### src/rtl/dr_cd_pkg.sv
package dr_cd_pkg;
  // Pair code as {hi rail, lo rail}
  typedef enum logic [1:0] {
    PAIR_SPACER = 2'b00,
    PAIR_ZERO   = 2'b01,
    PAIR_ONE    = 2'b10,
    PAIR_BAD    = 2'b11
  } pair_e;
endpackage

### src/rtl/dr_rail_decode.sv
module dr_rail_decode
  import dr_cd_pkg::*;
#(
  parameter int WIDTH = 32
) (
  input  logic [WIDTH-1:0] lo_i,
  input  logic [WIDTH-1:0] hi_i,
  output logic [WIDTH-1:0] ack_o,
  output logic [WIDTH-1:0] data_o,
  output logic [WIDTH-1:0] bad_o
);
  for (genvar i = 0; i < WIDTH; i++) begin : g_bit
    pair_e pair;
    assign pair      = pair_e'({hi_i[i], lo_i[i]});
    assign ack_o[i]  = (pair != PAIR_SPACER);
    assign data_o[i] = (pair == PAIR_ONE);
    assign bad_o[i]  = (pair == PAIR_BAD);
  end
endmodule

### src/rtl/dr_reduce.sv
module dr_reduce #(
  parameter int WIDTH  = 32,
  parameter bit USE_AND = 1'b1
) (
  input  logic [WIDTH-1:0] x_i,
  output logic             y_o
);
  if (USE_AND) begin : g_and
    assign y_o = &x_i;
  end else begin : g_or
    assign y_o = |x_i;
  end
endmodule

### src/rtl/dr_c_element.sv
module dr_c_element (
  input  logic clk,
  input  logic rst_n,
  input  logic set_i,
  input  logic keep_i,
  output logic q_o
);
  logic q_q, q_d;

  always_comb begin
    q_d = set_i | (keep_i & q_q);
  end

  always_ff @(posedge clk or negedge rst_n) begin
    if (!rst_n) q_q <= 1'b0;
    else        q_q <= q_d;
  end

  assign q_o = q_q;
endmodule

### src/rtl/dr_completion_detect.sv
module dr_completion_detect
  import dr_cd_pkg::*;
#(
  parameter int WIDTH = 32
) (
  input  logic             clk,
  input  logic             rst_n,
  input  logic [WIDTH-1:0] rail_lo,
  input  logic [WIDTH-1:0] rail_hi,
  output logic             all_valid_o,
  output logic             any_valid_o,
  output logic             handshake_o,
  output logic [WIDTH-1:0] word_o,
  output logic             illegal_o
);
  logic [WIDTH-1:0] ack, data, bad;
  logic             all_c, any_c;

  dr_rail_decode #(.WIDTH(WIDTH)) u_decode (
    .lo_i(rail_lo), .hi_i(rail_hi),
    .ack_o(ack), .data_o(data), .bad_o(bad)
  );

  dr_reduce #(.WIDTH(WIDTH), .USE_AND(1'b1)) u_all (.x_i(ack), .y_o(all_c));
  dr_reduce #(.WIDTH(WIDTH), .USE_AND(1'b0)) u_any (.x_i(ack), .y_o(any_c));

  dr_c_element u_celem (
    .clk(clk), .rst_n(rst_n),
    .set_i(all_c), .keep_i(any_c), .q_o(handshake_o)
  );

  logic             all_q, any_q, bad_q;
  logic             all_d, any_d, bad_d;
  logic [WIDTH-1:0] word_q, word_d;
  logic             word_en;

  always_comb begin
    all_d   = all_c;
    any_d   = any_c;
    bad_d   = bad_q | (|bad);
    word_en = all_c;
    word_d  = data;
  end

  always_ff @(posedge clk or negedge rst_n) begin
    if (!rst_n) begin
      all_q <= 1'b0;
      any_q <= 1'b0;
      bad_q <= 1'b0;
    end else begin
      all_q <= all_d;
      any_q <= any_d;
      bad_q <= bad_d;
    end
  end

  always_ff @(posedge clk or negedge rst_n) begin
    if (!rst_n)       word_q <= '0;
    else if (word_en) word_q <= word_d;
  end

  assign all_valid_o = all_q;
  assign any_valid_o = any_q;
  assign illegal_o   = bad_q;
  assign word_o      = word_q;
endmodule

### config.mk
export PLATFORM = sky130hd
export DESIGN_NAME = dr_completion_detect
export DESIGN_NICKNAME = d
export VERILOG_FILES = /design/src/rtl/dr_cd_pkg.sv /design/src/rtl/dr_rail_decode.sv /design/src/rtl/dr_reduce.sv /design/src/rtl/dr_c_element.sv /design/src/rtl/dr_completion_detect.sv
export SDC_FILE = /design/constraint.sdc
export NUM_CORES = 1
export LEC_CHECK = 0
export BUFFER_PORTS_ARGS = -buffer_cell sky130_fd_sc_hd__buf_2
export CAP_MARGIN = 10
export CORE_MARGIN = 3
export CORE_UTILIZATION = 50
export DETAILED_ROUTE_END_ITERATION = 7
export GPL_TIMING_DRIVEN = 0
export PLACE_DENSITY = 0.87
export SYNTH_ARGS = -nofsm -noshare
export SYNTH_HDL_FRONTEND = slang
export SYNTH_HIERARCHICAL = 1
export SYNTH_SLANG_ARGS = --single-unit
### constraint.sdc
create_clock -name clk -period 3.45 [get_ports clk]
set_clock_uncertainty 0.2 [all_clocks]
set_input_delay 0 -clock clk [delete_from_list [all_inputs] [get_ports clk]]
set_output_delay 0 -clock clk [all_outputs]
set_load 0.02 [all_outputs]
# After elaboration in Yosys (flattened, before gate mapping)
# Index checks and enable logic that the tools add are counted.
# totals
in_bits,66
register_bits,36
word_cells,107
# classes
eq_ne,64
n_bitwise,3
n_reduce_logical,35
# op_table
cell,n
equality test 2 bit (second input constant),64
nonzero test 2 bit,32
OR reduction 32 bit,2
AND reduction 32 bit,1
bitwise OR 1 bit,2
AND 1 bit,1

# Depth between registers and ports, before layout
# depth
ltp_word,4
depth_mapped,7
ltp_nobuf,5

# Hierarchy
# The synthesis kept the hierarchy.
# modules_own_cells
module,seq_area_each_um2,cells_per_inst,area_each_um2,n_inst
dr_completion_detect,875.8,83,1341.3,1
dr_rail_decode,0.0,96,600.6,1
dr_reduce (u_any),0.0,11,75.1,1
dr_reduce (u_all),0.0,11,68.8,1
dr_c_element,25.0,2,32.5,1

# Worst setup path after synthesis
# No wires, ideal clock.
# synth_timing
path_kind,input -> register
startpoint,in rail_hi[24]
endpoint,"reg word_q[0], in the netlist word_o[0]"
path_buffers,2
setup_ps,125
path_stages,7
arrival_time_ps,1575
path_slack_ps,1551
path_cell_list,or2_1 > nand4_1 > or4_1 > nor2_1 > clkbuf_1 > buf_4 > mux2_2
# synth_between
elab_chain_len,2
# synth_rtl
item,line,text
from (decl),dr_completion_detect.sv:9,"input logic [WIDTH-1:0] rail_hi,"
nonzero test 2 bit,dr_rail_decode.sv:15,assign ack_o[i] = (pair != PAIR_SPACER);
AND reduction 32 bit,dr_reduce.sv:9,assign y_o = &x_i;
named net all_c,dr_completion_detect.sv:17,"logic all_c, any_c;"
to (signal assigned),dr_completion_detect.sv:59,else if (word_en) word_q <= word_d;
to (decl),dr_completion_detect.sv:34,"logic [WIDTH-1:0] word_q, word_d;"
# The timed path passes the listed nets, and every way through them passes these cells.
# A chain may end at the register's enable or synchronous reset.

# Final worst setup path
# layout_timing
startpoint,in rail_hi[7]
endpoint,"reg u_celem.q_q, in the netlist u_celem/q_o"
# layout_between
elab_chain_len,4
# layout_rtl
item,line,text
nonzero test 2 bit,dr_rail_decode.sv:15,
named net ack[7],dr_completion_detect.sv:16,"logic [WIDTH-1:0] ack, data, bad;"
OR reduction 32 bit,dr_reduce.sv:11,assign y_o = |x_i;
named net any_c,dr_completion_detect.sv:17,
AND 1 bit,dr_c_element.sv:11,q_d = set_i | (keep_i & q_q);
bitwise OR 1 bit,dr_c_element.sv:11,
named net u_celem.q_d,dr_c_element.sv:8,"logic q_q, q_d;"
to (signal assigned),dr_c_element.sv:16,else q_q <= q_d;
to (decl),dr_c_element.sv:8,
# The timed path passes the listed nets, and every way through them passes these cells.

==> flow_summary_export.csv <==
group,metric,value,unit
yosys,synth_common_cells,"dfrtp_1, or2_1, and2_1, nor2b_1, mux2_2",
sta,slew_headroom,47.7,%
power_and_ir_drop,ir_worst_vdd,300,uV
power_and_ir_drop,finalPower,0.000974,W
global_routing,grt_pass1_vias,2450,
drt,drc,0,
sta,rsz0062_at_grt,"no",
sta,setup_viol_count_final,0,
global_routing,grt_max_degree,37,
clock_network,cts_setup_buffers,0,
floorplanning,initial_core_util,52.2,%
critical_path,cp-end-kind,"flop",
sta,post-route-period-util,87.7,%
floorplanning,io_pins,102,
yosys,synth.most_common_cell,"dfrtp_1",
placed_design,gp_congestion,0.785,
critical_path,worstPathArrival,3.00,ns
drt,wirelength,6820,um
floorplanning,core,4060,um2
global_routing,grt_usage,28.9,%
global_routing,grt-ovfl-total,0,
yosys,synth.cell_area,2120,um2
yosys,yosys.area.top_type_share,42.5,%
clock_network,numClockSinks,36,
layout,drive_gt1_share,37.3,%
clock_network,root_buffer,"clkbuf_8",
power_and_ir_drop,p_leak,1.79,nW
drt,ant_nets,0,
layout,fin_nets,448,
sta,hold_violations,0,
sta,tns,0,ns
yosys,synth_cell_types,15,
clock_network,clk_latency,0.28,ns
yosys,synth_warnings,6,
global_routing,grt_pass1_wl,11400,um
drt,drt-initial-drc-count,122,
floorplanning,num_rows,23,
worst_hold_path,hold_class,"input port to flop",
yosys,syn_area_per_cell,10.4,um2
sta,tightestPinTransition,0.784,ns
critical_path,startpoint_type,"input port",
flow_run,cap_violations,0,
placed_design,hpwl,4250,um
sta,min_period,3.03,ns
critical_path,path_class,"input port to flop",
clock_network,clkTransAtPathRegs,0.07,ns
yosys,syn_inst,203,
floorplanning,die_area,5050,um2
layout,area_delta_synth_final,65.4,%
floorplanning,die_w,71.1,um
sta,max_freq,330,MHz
critical_path,worstPathMaxFanout,3,
global_routing,antenna_found_initial,0,
floorplanning,fp.dieH,71.1,um
yosys,synth-edff-count,0,
sta,maxSlewViolCount,0,
clock_network,cts_buffers,5,
drt,viasPerCell,5.28,
yosys,synth.top_cells.by_area,"dfrtp_1, mux2_2, or2_1",
sta,fin_hold_ws,0.0199,ns
clock_network,post_cts_resized,0,
drt,wl_per_cell,15.8,um
power_and_ir_drop,power_density,278,nW/um2
clock_network,cts_buffer_depth,2,
yosys,synth_fp_nets,269,
yosys,synth_seq_cells,36,
yosys,synth_flop_cell,"dfrtp_1",
placed_design,placed_area,2690,um2
clock_network,cts_tree,"done",
clock_network,htreeDepth,2,
layout,final_area,3500,um2
outcome,status,"complete, no violations",
drt,dr.pass1.iters,4,
placed_design,io_buffers,101,
yosys,synth-async-reset-ratio,100,%
layout,fill_cells,229,
yosys,synth_top_cell_by_area,"dfrtp_1",
layout,n_antenna_cell,0,
critical_path,crit_required,3.42,ns
yosys,ys_seq_area_share,42.5,%
drt,num_vias,2286,
[area by class of cell]
type	instances	area, um2	share of cell area [%]
buffer	4	26.3	0.750
clock buffer	6	72.6	2.07
clock inverter	2	35.0	1.00
multi-input combinational	163	1190	34.0
sequential	36	901	25.7
tap	50	62.6	1.79
timing repair buffer	172	1220	34.7
[registers in the layout, summed over array words and instances (netlist names)]
| name | cells |
|---|---|
| word_o | 32 |
| u_celem/q_o | 1 |
| all_valid_o | 1 |
| illegal_o | 1 |
| any_valid_o | 1 |
[layer usage]
metal	global-route usage, %	wire, um	up-vias
li1	-	-	1070
met1	31.1	2450	1095
met2	52.1	3770	88
met3	4.69	248	33
met4	18.0	347	0
met5	0	0	-
[repair_timing]
action | CTS | global route
hold buffers | 71 | 0
setup endpoints to repair | 0 | 0
hold endpoints to repair | 70 | 0
[per-stage QoR]
| stage | setup slack (ns) | std cells | utilization, % |
|---|---|---|---|
| final | 0.423 | 433 | 86.4 |
| after floorplan | 1.55 | 203 | - |
| after global placement | 1.26 | 354 | 66.2 |
| after global routing | 0.306 | 433 | 86.4 |
| after detailed placement | 1.25 | 354 | 66.2 |
| after CTS | 0.677 | 433 | 86.4 |
[cell usage in the layout, fill, tap and decap left out]
cell	instances
nand4_1	12
nor4_1	13
dfrtp_1	36
or2_1	33
a21o_1	1
clkbuf_1	2
mux2_2	30
bufinv_16	1
and2_1	32
clkbuf_8	5
nor4_2	2
mux2_1	2
nor2b_1	32
buf_4	3
clkinv_2	1
nor2_1	2
dlygate4sd3_1	71
or4_1	2
or3_1	2
buf_2	101
[kinds of logic (layout without fill, tap and decap cells)]
| kind of cell | after synthesis | after routing | share of synthesized area (%) |
|---|---|---|---|
| and+or+nand+nor | 130 | 130 | 38.9 |
| buffers and inverters | 4 | 184 | 1.24 |
| AOI/OAI and AO/OA | 1 | 1 | 0.355 |
| muxes | 32 | 32 | 17.0 |
| DFF | 36 | 36 | 42.5 |
[path summary, 6_finish.rpt]
kind	from	end	slack (ns)	cells after the start
max	rail_hi[7]	u_celem/q_o$_DFF_PN0_	0.42	9
min	rail_hi[22]	any_valid_o$_DFF_PN0_	0.02	5
min reg2reg	word_o[3]$_DFFE_PN0P_	word_o[3]$_DFFE_PN0P_	0.29	1
max in group asynchronous	rst_n	word_o[11]$_DFFE_PN0P_	2.40	2
max reg2reg	illegal_o$_DFF_PN0_	illegal_o$_DFF_PN0_	1.39	4
min in group asynchronous	rst_n	word_o[7]$_DFFE_PN0P_	0.14	2
[power breakdown]
part,leakage [nW],internal (W),switching (W),total (W)
logic,1.24,0.000114,0.0000762,0.000190
clock network,0.0552,0.000214,0.000146,0.000360
registers,0.493,0.000423,0.000000637,0.000424
total,1.79,0.000751,0.000223,0.000974
[worst max-delay path, cell delays in order]
cell	delay, ns
dlygate4sd3_1	0.53
buf_2	0.13
or2_1	0.25
nor4_1	0.36
dlygate4sd3_1	0.63
nand4_1	0.10
dlygate4sd3_1	0.58
or2_1	0.23
a21o_1	0.19
Note: power is estimated with default switching activity, not from simulation.
